$ cat src/rtl/dram_steer_pkg.sv
package dram_steer_pkg;

  // Result of decoding one CPU address.
  typedef struct packed {
    logic ram_hit;   // address lies in chip or slow RAM
    logic ext_hit;   // address lies in the slow banks the arbiter cannot reach
    logic sel_bit;   // bank-select bit presented to the arbiter
  } decode_t;

endpackage

$ cat src/rtl/steer_reset_sync.sv
module steer_reset_sync #(
  parameter int STAGES = 2
) (
  input  logic clk,
  input  logic rst_n,
  output logic rst_sync_n
);

  logic [STAGES-1:0] sync_q;
  logic [STAGES-1:0] sync_d;

  always_comb begin
    sync_d = {sync_q[STAGES-2:0], 1'b1};
  end

  always_ff @(posedge clk or negedge rst_n) begin
    if (!rst_n) sync_q <= '0;
    else        sync_q <= sync_d;
  end

  assign rst_sync_n = sync_q[STAGES-1];

endmodule

$ cat src/rtl/steer_addr_decode.sv
module steer_addr_decode
  import dram_steer_pkg::*;
#(
  parameter int              ADDR_W    = 24,
  parameter int              BANK_BIT  = 19,
  parameter int              HIGH_BIT  = 23,
  parameter logic [23:0]     SLOW_BASE = 24'hC00000,
  parameter logic [23:0]     SLOW_END  = 24'hD7FFFF
) (
  input  logic              clk,
  input  logic              rst_n,
  input  logic [ADDR_W-1:0] cpu_addr,
  input  logic              cpu_as_n,
  input  logic              cfg_contig,
  output decode_t           dec
);

  localparam logic [ADDR_W-1:0] BANK_SPAN = ADDR_W'(1) << BANK_BIT;
  localparam logic [ADDR_W-1:0] CHIP_LIM1 = BANK_SPAN;
  localparam logic [ADDR_W-1:0] CHIP_LIM2 = BANK_SPAN << 1;
  localparam logic [ADDR_W-1:0] S_BASE    = SLOW_BASE[ADDR_W-1:0];
  localparam logic [ADDR_W-1:0] S_END     = SLOW_END[ADDR_W-1:0];
  localparam logic [ADDR_W-1:0] EXT_BASE  = S_BASE + BANK_SPAN;

  logic chip_hit;
  logic slow_hit;
  logic ext_range;

  always_comb begin
    if (cfg_contig) chip_hit = (cpu_addr < CHIP_LIM2);
    else            chip_hit = (cpu_addr < CHIP_LIM1);
    slow_hit  = (cpu_addr >= S_BASE) && (cpu_addr <= S_END);
    ext_range = (cpu_addr >= EXT_BASE) && (cpu_addr <= S_END);

    dec.ram_hit = !cpu_as_n && (chip_hit || slow_hit);
    dec.ext_hit = !cpu_as_n && ext_range;
    dec.sel_bit = cfg_contig ? cpu_addr[BANK_BIT] : cpu_addr[HIGH_BIT];
  end

  // Nothing at or above the end of the slow window is ever RAM.
  p_no_ram_above_window_r3: assert property (
    @(posedge clk) disable iff (!rst_n)
      (cpu_addr > S_END) |-> !dec.ram_hit);

  // An idle bus never enables RAM.
  p_idle_bus_quiet_r1: assert property (
    @(posedge clk) disable iff (!rst_n)
      cpu_as_n |-> (!dec.ram_hit && !dec.ext_hit));

endmodule

$ cat src/rtl/steer_bank_latch.sv
module steer_bank_latch #(
  parameter int NUM_RAS  = 2,
  parameter int IDX_W    = 2,
  parameter int DMA_BANK = 1
) (
  input  logic             clk,
  input  logic             rst_n,
  input  logic [NUM_RAS-1:0] ras_in_n,
  input  logic             dma_n,
  input  logic [IDX_W-1:0] addr_idx,
  output logic [IDX_W-1:0] idx_q
);

  localparam logic [IDX_W-1:0] DMA_IDX = IDX_W'(DMA_BANK);

  logic             held_q;
  logic             held_d;
  logic [IDX_W-1:0] idx_d;
  logic             idx_en;
  logic             row_active;

  always_comb begin
    row_active = !(&ras_in_n);
    idx_en     = row_active && !held_q;
    held_d     = row_active;
    idx_d      = dma_n ? addr_idx : DMA_IDX;
  end

  always_ff @(posedge clk or negedge rst_n) begin
    if (!rst_n) begin
      held_q <= 1'b0;
      idx_q  <= '0;
    end else begin
      held_q <= held_d;
      if (idx_en) idx_q <= idx_d;
    end
  end

  // Index must not move while the same row cycle is still open.
  p_idx_stable_in_cycle_r4: assert property (
    @(posedge clk) disable iff (!rst_n)
      (held_q && row_active) |=> $stable(idx_q));

  // A capture during DMA lands on the second chip bank.
  p_dma_forces_bank_r8: assert property (
    @(posedge clk) disable iff (!rst_n)
      (!held_q && row_active && !dma_n) |=> (idx_q == DMA_IDX));

endmodule

$ cat src/rtl/steer_cas_demux.sv
module steer_cas_demux #(
  parameter int NUM_BANKS = 4,
  parameter int LANES     = 2,
  parameter int IDX_W     = 2
) (
  input  logic                         clk,
  input  logic                         rst_n,
  input  logic [IDX_W-1:0]             idx,
  input  logic [LANES-1:0]             cas_in_n,
  output logic [NUM_BANKS*LANES-1:0]   cas_out_n
);

  logic [LANES-1:0][NUM_BANKS-1:0] lane_view_n;

  for (genvar b = 0; b < NUM_BANKS; b++) begin : g_bank
    for (genvar l = 0; l < LANES; l++) begin : g_lane
      always_comb begin
        if (idx == IDX_W'(b)) cas_out_n[b*LANES+l] = cas_in_n[l];
        else                  cas_out_n[b*LANES+l] = 1'b1;
      end
      assign lane_view_n[l][b] = cas_out_n[b*LANES+l];
    end
  end

  for (genvar l = 0; l < LANES; l++) begin : g_chk
    // A byte lane strobe reaches at most one bank.
    p_one_bank_per_lane_r5: assert property (
      @(posedge clk) disable iff (!rst_n)
        $onehot0(~lane_view_n[l]));
  end

  // No column strobe in means none out.
  p_idle_cas_high_r6: assert property (
    @(posedge clk) disable iff (!rst_n)
      (&cas_in_n) |-> (&cas_out_n));

endmodule

$ cat src/rtl/dram_bank_steer.sv
module dram_bank_steer
  import dram_steer_pkg::*;
#(
  parameter int          ADDR_W    = 24,
  parameter int          BANK_BIT  = 19,
  parameter int          HIGH_BIT  = 23,
  parameter int          NUM_BANKS = 4,
  parameter int          LANES     = 2,
  parameter int          NUM_RAS   = 2,
  parameter int          DMA_BANK  = 1,
  parameter logic [23:0] SLOW_BASE = 24'hC00000,
  parameter logic [23:0] SLOW_END  = 24'hD7FFFF
) (
  input  logic                       clk,
  input  logic                       rst_n,
  input  logic [ADDR_W-1:0]          cpu_addr,
  input  logic                       cpu_as_n,
  input  logic                       cfg_contig,
  input  logic                       dma_n,
  input  logic [NUM_RAS-1:0]         ras_in_n,
  input  logic [LANES-1:0]           cas_in_n,
  output logic                       ram_en_n,
  output logic                       reg_en_n,
  output logic                       bank_sel,
  output logic [NUM_RAS-1:0]         ras_out_n,
  output logic [NUM_BANKS*LANES-1:0] cas_out_n
);

  localparam int IDX_W = $clog2(NUM_BANKS);

  logic             rst_sync_n;
  decode_t          dec;
  logic [IDX_W-1:0] idx_q;

  steer_reset_sync #(.STAGES(2)) i_rst (
    .clk        (clk),
    .rst_n      (rst_n),
    .rst_sync_n (rst_sync_n)
  );

  steer_addr_decode #(
    .ADDR_W    (ADDR_W),
    .BANK_BIT  (BANK_BIT),
    .HIGH_BIT  (HIGH_BIT),
    .SLOW_BASE (SLOW_BASE),
    .SLOW_END  (SLOW_END)
  ) i_dec (
    .clk        (clk),
    .rst_n      (rst_sync_n),
    .cpu_addr   (cpu_addr),
    .cpu_as_n   (cpu_as_n),
    .cfg_contig (cfg_contig),
    .dec        (dec)
  );

  steer_bank_latch #(
    .NUM_RAS  (NUM_RAS),
    .IDX_W    (IDX_W),
    .DMA_BANK (DMA_BANK)
  ) i_latch (
    .clk      (clk),
    .rst_n    (rst_sync_n),
    .ras_in_n (ras_in_n),
    .dma_n    (dma_n),
    .addr_idx (cpu_addr[BANK_BIT +: IDX_W]),
    .idx_q    (idx_q)
  );

  steer_cas_demux #(
    .NUM_BANKS (NUM_BANKS),
    .LANES     (LANES),
    .IDX_W     (IDX_W)
  ) i_cas (
    .clk       (clk),
    .rst_n     (rst_sync_n),
    .idx       (idx_q),
    .cas_in_n  (cas_in_n),
    .cas_out_n (cas_out_n)
  );

  // Row strobes go to the banks untouched so refresh reaches all of them.
  assign ras_out_n = ras_in_n;
  assign ram_en_n  = !dec.ram_hit;
  assign reg_en_n  = !dec.ext_hit;
  assign bank_sel  = dec.sel_bit;

endmodule

$ cat config.mk
export PLATFORM = sky130hd
export DESIGN_NAME = dram_bank_steer
export DESIGN_NICKNAME = d
export VERILOG_FILES = /design/src/rtl/dram_steer_pkg.sv /design/src/rtl/steer_reset_sync.sv /design/src/rtl/steer_addr_decode.sv /design/src/rtl/steer_bank_latch.sv /design/src/rtl/steer_cas_demux.sv /design/src/rtl/dram_bank_steer.sv
export SDC_FILE = /design/constraint.sdc
export NUM_CORES = 1
export LEC_CHECK = 0
export BUFFER_PORTS_ARGS = -buffer_cell sky130_fd_sc_hd__buf_2
export CAP_MARGIN = 20
export CORE_AREA = 2 2 39 41
export CTS_CLUSTER_SIZE = 8
export DETAILED_ROUTE_END_ITERATION = 12
export DIE_AREA = 0 0 41 43
export PLACE_DENSITY = 0.67
export SETUP_SLACK_MARGIN = 0.15
export SLEW_MARGIN = 0
export SYNTH_ARGS = -nofsm -noshare
export SYNTH_HDL_FRONTEND = slang
export SYNTH_SLANG_ARGS = --single-unit
$ cat constraint.sdc
create_clock -name clk -period 1.5 [get_ports clk]
set_clock_uncertainty 0.1 [all_clocks]
set_input_delay 0.45 -clock clk [delete_from_list [all_inputs] [get_ports clk]]
set_output_delay 0.45 -clock clk [all_outputs]
set_load 0.02 [all_outputs]
Yosys cells after proc, flatten, opt, wreduce, memory -nomap -nowiden
Cells that the tools add are included.

Magnitude comparators: 5. Equality and inequality tests: 3. Mux-type cells: 11. Reduce and logical (&&, ||, !) cells: 13.

Operators with widths (count): 24-bit >= comparator (second input constant) (2); 24-bit <= comparator (second input constant) (1); 24-bit by 20-bit less-than comparator with 1-bit output (second input constant) (1); 24-bit by 21-bit less-than comparator with 1-bit output (second input constant) (1); 1-bit two-way mux (10); 1-bit logical AND (5); 1-bit zero test (5); 2-bit == test (second input constant) (2); 2-bit by 1-bit == test with 1-bit output (second input constant) (1); 2-bit zero test (1); 2-bit two-way mux (1); 2-bit AND reduction (1); 1-bit logical OR (1).

Register bits: 5. Input port bits: 33. Output and inout port bits: 13. Logic and storage cells: 35.

Longest topological paths before layout
Gate-level depths: netlist of the first run.

Depth after elaboration: 5. Mapped depth: 3. Depth with buffers taken out: 3.

Hierarchy
From an unflattened synthesis of the first run, not the netlist that was laid out.

Cell total of the unflattened synthesis: 34. Area total of the unflattened synthesis: 330.3 sq um.

By module, submodules not included: steer_bank_latch (instances 1, cells each 10, area an instance 126.4 sq um, seq. area each 75.1 sq um); steer_addr_decode (instances 1, cells each 9, area an instance 65.1 sq um, seq. area each 0.0 sq um); steer_cas_demux (instances 1, cells each 8, area an instance 62.6 sq um, seq. area each 0.0 sq um); steer_reset_sync (instances 1, cells each 3, area an instance 53.8 sq um, seq. area each 50.0 sq um); dram_bank_steer (instances 1, cells each 4, area an instance 22.5 sq um, seq. area each 0.0 sq um).

Least setup slack after synthesis of the first run
OpenSTA, ideal clock, no wires.

Path kind: in2out. From: input cpu_addr[22]. To: output ram_en_n. Arrival: 1.098 ns. Data required time: 0.950 ns. Setup slack: -0.148 ns. Stages: 3. Path buffers: 0. Path through: or3_1 nand2_1 nand4_1.

Cells in the longest elaborated chain, start to end: 5. Elaborated cells between the ends (all ways): 9. Classes of those cells: order compare: 4; mux: 1; reduce/logical: 4.

RTL lines: start: declaration (RTL line dram_bank_steer.sv:16) `input logic [ADDR_W-1:0] cpu_addr,`; 24-bit by 20-bit less-than comparator with 1-bit output (tied with other cells) (RTL line steer_addr_decode.sv:31) `else chip_hit = (cpu_addr < CHIP_LIM1);`; 1-bit two-way mux or 1-bit logical AND (tied branches) (RTL line steer_addr_decode.sv:30, steer_addr_decode.sv:32); 1-bit logical OR (*) (RTL line steer_addr_decode.sv:35) `dec.ram_hit = !cpu_as_n && (chip_hit || slow_hit);`; 1-bit logical AND (*) (RTL line steer_addr_decode.sv:35); 1-bit zero test (*) (RTL line dram_bank_steer.sv:83) `assign ram_en_n = !dec.ram_hit;`; end: declaration (RTL line dram_bank_steer.sv:22) `output logic ram_en_n,`.

Every way passes the cells marked *; elsewhere a longest branch is shown, timed or not.

Final worst setup path of the first run
From: input cpu_addr[23]. To: output ram_en_n.

The elaborated chain is that of the path after synthesis.

==> flow_metrics.tcl, run 1 <==
set metrics [dict create \
    status "finished with violations" \
    violations "setup timing" \
    grt_pass1_wl_mm 1.15 \
    ant_nets 0 \
    htreeDepth 1 \
    gp_congestion 0.669 \
    die_w_um 41 \
    grt_max_degree 8 \
    worst_ir_drop_vdd_mv 0.537 \
    critPathKind "input port to output port" \
    clockBufferDepth 2 \
    place_area_um2 518 \
    ios 46 \
    via_count 409 \
    synth-xor-area-share 0.0290 \
    critPathLaunchType "input port" \
    grt_pass1_vias 330 \
    avgRoutedWirePerCell_um 9.23 \
    rr_startpoint "i_latch.idx_q[0]" \
    via_per_inst 4.40 \
    hold_violations 0 \
    cap_violations 0 \
    crit_path_end "ram_en_n" \
    dr.first_iter.drc_count 7 \
    pre_cts_ws_ns -0.268 \
    crit_arrival_ns 1.21 \
    num_rows 14 \
    p_leak_nw 0.339 \
    yosysTopAreaCellShare 0.415 \
    cp_max_fo 2 \
    seqPwrFrac 0.299 \
    crit_path_end_kind "output port" \
    antenna_cells 0 \
    setup_viol_count_final 11 \
    ys_seq_area_frac 0.415 \
    cts-root-buf "clkbuf_4" \
    core_area_um2 1380 \
    numCtsBuffers 3 \
    crit_path_start "cpu_addr[23]" \
    setup_ws_ns -0.262 \
    overflow 0 \
    synth_compound_area_frac 0.0539 \
    switching_share 0.289 \
    avgSynthCellArea_um2 8.62 \
    p_sw_uw 153 \
    yosysWarnings 0 \
    cts_tree "yes" \
    drive_gt1_frac 0.662 \
    pwr_density_cell_nw_per_um2 752 \
    synthAdderAreaFrac 0 \
    async_flop_share 1.00 \
    combPwrFrac 0.411 \
    reg2reg_to "i_latch.idx_q[0]" \
    antenna_found_initial 0 \
    ys_ff_latch 5 \
    dpl.hpwl_um 662 \
    fin_nets 111 \
    fp.dieH_um 43 \
    portBuffers 26 \
    critPathRequiredTime_ns 0.95 \
    wl_um 858 \
    r2r_slack_ns 0.32 \
    fin_area_um2 703 \
    drv_slew 0 \
    rsz0062_at_grt "true" \
    synth-main-ff-cell "dfrtp_1" \
    ys_top_cells_by_area "dfrtp_1 41%, nand3b_1 12%, or3_1 10%, buf_4 5.0%, nand2_1 5.0%" \
    synthTopCellsByCount "5 x dfrtp_1, 5 x nand3b_1, 5 x or3_1" \
    initial_utilization 0.218 \
    synth_cells 35 \
    synth.distinct_cells 16 \
    yosys.area_share.simple 0.361 \
    dieArea_um2 1760 \
    cts.sinks 5 \
    clock_latency_ns 0.24 \
    synth_area_leader_cell "dfrtp_1" \
    r2r_cells 5 \
    remaining_drc_errors 0 \
    synth_nets 68 \
    p_int_uw 376 \
    path_clk_slew_ns 0.04 \
    fin_crit_ns 1.76 \
    clock.fmax_mhz 567 \
    p_clk_frac 0.290 \
    synthMuxAreaShare 0.0373 \
    dr.pass1.iters 4 \
    post-route-period-util 1.17 \
    min_path_type "flop to flop" \
    synthesis.area_um2 302 \
    synth_edf_count 0 \
    grtUsageTotal 0.0960 \
    timing.setup.tns_ns -1.93 \
    synth_top_family_by_area "simple AND/OR/NAND/NOR gates" \
    areaGrowthSynthToFinish_pct 133 \
]
## stage by stage
| step | utilization | instances | hold WS, ns | power, mW |
|---|---|---|---|---|
| 6_report | 0.508 | 93 | 0.246 | 0.529 |
| 5_1_grt | 0.508 | 93 | 0.251 | 0.560 |
| 4_1_cts | 0.492 | 92 | 0.249 | 0.526 |
| 3_5_place_dp | 0.374 | 82 | -0.0615 | 0.310 |
| 3_3_place_gp | 0.374 | 82 | -0.0647 | 0.306 |
| 2_1_floorplan | - | 35 | -0.0735 | 0.236 |
## placed cells by master (no fill, tap or decap)
| master | n |
|---|---|
| a21oi_1 | 1 |
| a31oi_1 | 1 |
| buf_2 | 13 |
| buf_4 | 10 |
| buf_6 | 16 |
| clkbuf_1 | 1 |
| clkbuf_4 | 3 |
| conb_1 | 1 |
| dfrtp_1 | 4 |
| dfrtp_2 | 1 |
| dlygate4sd3_1 | 2 |
| inv_1 | 1 |
| inv_2 | 1 |
| mux2_4 | 1 |
| nand2_1 | 4 |
| nand3_1 | 1 |
| nand3b_1 | 5 |
| nand4_1 | 2 |
| nor2_1 | 1 |
| nor2_2 | 1 |
| o21ai_0 | 1 |
| or3_1 | 1 |
| or3_4 | 4 |
| xor2_2 | 1 |
## worst min path at each step
stage | startpoint | end | slack, ns | cells after the start
floorplan | i_rst.sync_q[1] | i_latch.held_q | -0.07 | 0
global placement | i_rst.sync_q[1] | i_latch.held_q | -0.06 | 0
detailed placement | i_rst.sync_q[1] | i_latch.held_q | -0.06 | 0
CTS | i_rst.sync_q[0] | i_rst.sync_q[1] | 0.25 | 0
global route | i_rst.sync_q[0] | i_rst.sync_q[1] | 0.25 | 0
finish | i_rst.sync_q[0] | i_rst.sync_q[1] | 0.25 | 0
## metal layers
| metal | share of wire | vias to the layer above | track usage |
|---|---|---|---|
| met5 | 0 | - | 0 |
| met4 | 0 | 0 | 0.0200 |
| met3 | 0.080 | 0 | 0.0471 |
| met2 | 0.57 | 19 | 0.181 |
| met1 | 0.34 | 188 | 0.0820 |
| li1 | - | 202 | - |
## registers in the layout (all words and copies together), names as in the netlist
| signal | count |
|---|---|
| i_latch.held_q | 1 |
| i_latch.idx_q | 2 |
| i_rst.sync_q | 2 |
## layout make-up
| class | instances | area (um2) |
|---|---|---|
| inverters | 2 | 7.51 |
| well taps | 16 | 20.0 |
| clock buffers | 4 | 26.3 |
| fillers | 121 | 681 |
| repair buffers | 41 | 340 |
| multi-input cells | 25 | 183 |
| flip-flops and latches | 5 | 126 |
## worst max-delay path, stage by stage
cell and delay (ns):
buf_6 0.09, or3_1 0.36, nand2_1 0.06, nand4_1 0.08
buf_4 0.16
## logic make-up (layout without fill, tap and decap cells)
kind of cell	count (synthesis)	count (layout)
buffers and inverters	5	47
other	1	1
muxes	1	1
DFF	5	5
xor gates and xnor gates	1	1
AOI/OAI and AO/OA	3	3
and+or+nand+nor	19	19
## power by group through the flow
| stage | registers, mW | logic [mW] | clock network, mW |
|---|---|---|---|
| detailed placement | 0.162 | 0.149 | 0 |
| global placement | 0.161 | 0.145 | 0 |
| floorplan | 0.155 | 0.0818 | 0 |
| global route | 0.159 | 0.233 | 0.167 |
| finish | 0.158 | 0.217 | 0.154 |
| CTS | 0.159 | 0.207 | 0.160 |
## repair_timing
item / CTS / global route
hold buffers: 2 / 0
hold endpoints to repair: 5 / 0
pin swaps: 6 / 4
gates resized for setup: 26 / 3
endpoints found under the setup margin: 11 / 11
buffers inserted: 4 / 1
Note: power is estimated with default switching activity, not from simulation.
==> run 2, diff against run 1 <==
--- a/config.mk
+++ b/config.mk
@@ -13,6 +13,7 @@
 export DIE_AREA = 0 0 41 43
 export PLACE_DENSITY = 0.67
 export SETUP_SLACK_MARGIN = 0.15
+export SKIP_CTS_REPAIR_TIMING = 1
 export SLEW_MARGIN = 0
 export SYNTH_ARGS = -nofsm -noshare
 export SYNTH_HDL_FRONTEND = slang
==> run 2 against run 1 <==
The flow still finishes with violations (setup timing). Wire length up 0.23%. Register-to-register slack better by 0.04 ns. First-iteration DRC count down 43%. Worst setup slack better by 0.0017 ns. Critical path type unchanged. Largest power group unchanged.
==> flow_metrics.tcl, run 2 (same netlist as run 1, synthesis figures left out) <==
set metrics [dict create \
    status "finished with violations" \
    violations "setup timing" \
    dr.pass1.iters 4 \
    initial_utilization 0.218 \
    via_per_inst 4.33 \
    dp.cells 82 \
    crit_path_end_kind "output port" \
    fp.dieH_um 43 \
    antenna_cells 0 \
    top_regs "i_latch.idx_q x2, i_rst.sync_q x2, i_latch.held_q x1" \
    cap_violations 0 \
    critPathRequiredTime_ns 0.95 \
    timing.setup.tns_ns -1.81 \
    cts_tree "yes" \
    num_rows 14 \
    grt_max_degree 9 \
    worst_ir_drop_vdd_mv 0.536 \
    setup_ws_ns -0.260 \
    htreeDepth 1 \
    dieArea_um2 1760 \
    clock.fmax_mhz 568 \
    areaGrowthSynthToFinish_pct 125 \
    grtUsageTotal 0.0808 \
    cpPeakStageDelay_ns 0.35 \
    wl_um 860 \
    power_uw 516 \
    grt_pass1_vias 296 \
    hold_violations 0 \
    critPathLaunchType "input port" \
    portBuffers 26 \
    rsz0062_at_grt "true" \
    clockBufferDepth 2 \
    grt_pass1_wl_um 966 \
    setup_viol_count_final 11 \
    p_leak_nw 0.325 \
    dpl.hpwl_um 662 \
    pwr_density_cell_nw_per_um2 759 \
    final_common_cell "buf_6" \
    ant_nets 0 \
    avgRoutedWirePerCell_um 9.56 \
    min_path_type "flop to flop" \
    post-route-period-util 1.17 \
    final_cell_mix "15 x buf_6, 12 x buf_2, 9 x buf_4" \
    antenna_found_initial 0 \
    die_w_um 41 \
    remaining_drc_errors 0 \
    numCtsBuffers 3 \
    worst_path_max_delay_cell "or3_1" \
    dr.first_iter.drc_count 4 \
    ios 46 \
    overflow 0 \
    gp_congestion 0.669 \
    drv_slew 0 \
    core_area_um2 1380 \
    cts-root-buf "clkbuf_4" \
    crit_arrival_ns 1.21 \
    via_count 390 \
    fin_nets 108 \
    crit_chain "buf_6, or3_1, nand2_1, nand4_1, buf_4" \
    hold_ws_ns 0.246 \
    cts.sinks 5 \
    layout.cells.non_filler 90 \
    fin_crit_ns 1.76 \
    cp_max_fo 2 \
    critPathKind "input port to output port" \
    path_clk_slew_ns 0.04 \
    clock_latency_ns 0.24 \
    drive_gt1_frac 0.649 \
]
[run 2: cell count changes in the layout (fill, tap and decap cells not counted), sizes merged]
cell and delta:
buf -3
[run 2: cell type report]
type	instances	area [um2]
Clock buffer	4	26.3
Fill cell	119	704
Inverter	2	7.51
Multi-Input combinational cell	25	183
Sequential cell	5	126
Tap cell	16	20.0
Timing Repair Buffer	38	317
[run 2: critical path: cells and delay by family]
kind,cells,cell delay [ns]
simple gates,3,0.50
buf+inv,2,0.26
[run 2: power by group]
| group | switching [mW] | internal (mW) | leakage (nW) |
|---|---|---|---|
| registers | 0.0118 | 0.147 | 0.0561 |
| clock network | 0.0537 | 0.100 | 0.0150 |
| logic | 0.0853 | 0.117 | 0.253 |
[run 2: metal layers]
layer,vias to the layer above,global-route usage,wire (um)
li1,197,-,-
met1,176,0.0590,308
met2,17,0.156,492
met3,0,0.0471,59
met4,0,0.0200,0
met5,-,0,0
[run 2: worst paths after layout]
check,depth (start not counted),to,slack (ns),from
max,5,ram_en_n,-0.26,cpu_addr[22]
min,0,i_rst.sync_q[1],0.25,i_rst.sync_q[0]
max reg2reg,5,i_latch.idx_q[1],0.36,i_latch.idx_q[1]
min reg2reg,0,i_rst.sync_q[1],0.25,i_rst.sync_q[0]
max in group asynchronous,1,i_latch.idx_q[0],0.67,i_rst.sync_q[1]
min in group asynchronous,2,i_rst.sync_q[1],0.42,rst_n
[run 2: through the flow]
stage,instance area (um2),worst slack (ns),utilization
floorplan,328,-0.131,-
global placement,518,-0.260,0.374
detailed placement,518,-0.268,0.374
CTS,544,-0.277,0.393
global route,679,-0.297,0.491
finish,679,-0.260,0.491
==> run 3, diff against run 2 <==
--- a/config.mk
+++ b/config.mk
@@ -12,6 +12,7 @@
 export DETAILED_ROUTE_END_ITERATION = 12
 export DIE_AREA = 0 0 41 43
 export PLACE_DENSITY = 0.67
+export REMOVE_ABC_BUFFERS = 1
 export SETUP_SLACK_MARGIN = 0.15
 export SKIP_CTS_REPAIR_TIMING = 1
 export SLEW_MARGIN = 0
==> constraint.sdc (replaced) <==
create_clock -name clk -period 2.15 [get_ports clk]
set_clock_uncertainty 0.1 [all_clocks]
set_input_delay 0.645 -clock clk [delete_from_list [all_inputs] [get_ports clk]]
set_output_delay 0.645 -clock clk [all_outputs]
set_load 0.02 [all_outputs]
==> run 3 against run 2 <==
The flow still finishes with violations (setup timing). Wire length is 5.6% lower. Count of clock-buffer cells in the layout stayed put. Critical endpoint unchanged. Sequential power is 30% lower. Cell area is 14% lower. Worst setup slack better by 0.25 ns. Combinational power is 47% lower. Hold slack worse by 0.16 ns. Critical path depth stayed put. Sequential cell count stayed put.
==> flow_metrics.tcl, run 3 (same netlist as run 1, synthesis figures left out) <==
set metrics [dict create \
    grt_max_degree 10 \
    rsz0062_at_grt "true" \
    fin_crit_ns 2.16 \
    dr.pass1.iters 4 \
    grt_pass1_wl_mm 1.18 \
    p_int_uw 229 \
    setup_viol_count_final 1 \
    p_leak_nw 0.273 \
    cp_max_fo 2 \
    cts.sinks 5 \
    antenna_cells 0 \
    p_sw_uw 98.3 \
    finish.utilization 0.420 \
    cts_tree "yes" \
    critPathKind "input port to output port" \
    worstPathBufferInverterCount 2 \
    clockBufferDepth 2 \
    gp_congestion 0.557 \
    switching_share 0.300 \
    crit_arrival_ns 1.42 \
    final_common_cell "buf_2" \
    pwr_density_cell_nw_per_um2 563 \
    grtUsageTotal 0.0980 \
    via_count 366 \
    initial_utilization 0.218 \
    worst_ir_drop_vdd_mv 0.319 \
    wl_um 812 \
    ant_nets 0 \
    crit_family "simple AND/OR/NAND/NOR gates" \
    areaGrowthSynthToFinish_pct 92.9 \
    post-route-period-util 1.01 \
    power_uw 328 \
    critPathLaunchType "input port" \
    portBuffers 26 \
    drive_gt1_frac 0.597 \
    clock_latency_ns 0.24 \
    fin_nets 101 \
    numCtsBuffers 3 \
    path_clk_slew_ns 0.04 \
    setup_ws_ns -0.0109 \
    clock.fmax_mhz 463 \
    htreeDepth 1 \
    grt_pass1_vias 310 \
    avgRoutedWirePerCell_um 9.78 \
    top_regs "i_latch.idx_q x2, i_rst.sync_q x2, i_latch.held_q x1" \
    cts-root-buf "clkbuf_4" \
    seqPwrFrac 0.342 \
    die_w_um 41 \
    fp.dieH_um 43 \
    combPwrFrac 0.329 \
    overflow 0 \
    status "finished with violations" \
    via_per_inst 4.41 \
    dpl.hpwl_um 603 \
    crit_chain "buf_6, or3_1, nand2_1, nand4_1, buf_4" \
    drv_slew 0 \
    hold_violations 0 \
    p_clk_frac 0.329 \
    cpPeakStageDelay_ns 0.36 \
    remaining_drc_errors 0 \
    hold_ws_ns 0.0821 \
    num_rows 14 \
    critPathRequiredTime_ns 1.40 \
    cap_violations 0 \
    ios 46 \
    dr.first_iter.drc_count 4 \
    worst_path_max_delay_cell "or3_1" \
    final_cell_mix "16 x buf_2, 6 x buf_6, 6 x buf_4" \
    min_path_type "input port to asynchronous set/reset pin" \
    cp_num_cells 5 \
    antenna_found_initial 0 \
    crit_path_end_kind "output port" \
    r2r_cells 4 \
    violations "setup timing" \
    dieArea_um2 1760 \
    core_area_um2 1380 \
]
run 3: cell types whose count changed in the layout (fill, tap and decap cells not counted), sizes merged:
| cell | delta |
|---|---|
| buf | -6 |
| dlygate4sd3 | -1 |
run 3: routing by layer:
metal,track usage,share of wire,vias to the layer above
met4,0.0400,0,0
met1,0.102,0.37,168
met5,0,0,-
met3,0.0524,0.079,0
li1,-,-,182
met2,0.156,0.55,16
run 3: stage by stage:
stage	cells	instance area, um2	TNS, ns	worst slack, ns
2_1_floorplan	32	282	0	0.112
3_3_place_gp	75	439	-0.0235	-0.0235
3_5_place_dp	75	439	-0.0445	-0.0445
4_1_cts	79	465	-0.0447	-0.0447
5_1_grt	83	582	-0.0449	-0.0449
6_report	83	582	-0.0109	-0.0109
run 3: worst reg2reg max path, delay by kind of cell, from the launching register on:
family | cells | cell delay [ns]
simple gates | 1 | 0.09
compound gates | 1 | 0.04
flops | 1 | 0.45
buf+inv | 2 | 0.27
run 3: worst paths after layout:
path                                   from          endpoint  slack [ns]
max                            cpu_addr[20]          ram_en_n       -0.01
min                                   rst_n   i_rst.sync_q[0]        0.08
max reg2reg                i_latch.idx_q[0]  i_latch.idx_q[0]        1.07
min reg2reg                 i_rst.sync_q[0]   i_rst.sync_q[1]        0.25
max in group asynchronous   i_rst.sync_q[1]  i_latch.idx_q[0]        1.33
min in group clk            i_rst.sync_q[0]   i_rst.sync_q[1]        0.25
run 3: layout make-up:
| cell class | instances | area (um2) |
|---|---|---|
| tap | 16 | 20.0 |
| inverter | 2 | 7.51 |
| timing repair buffer | 31 | 233 |
| sequential | 5 | 126 |
| clock buffer | 4 | 26.3 |
| fill | 141 | 802 |
| multi-input combinational | 25 | 169 |
run 3: power by group through the flow:
stage,clock (mW),combinational [mW],sequential [mW]
2_1_floorplan,0,0.0410,0.110
3_3_place_gp,0,0.0775,0.112
3_5_place_dp,0,0.0789,0.113
4_1_cts,0.113,0.0793,0.112
5_1_grt,0.120,0.117,0.113
6_report,0.108,0.108,0.112
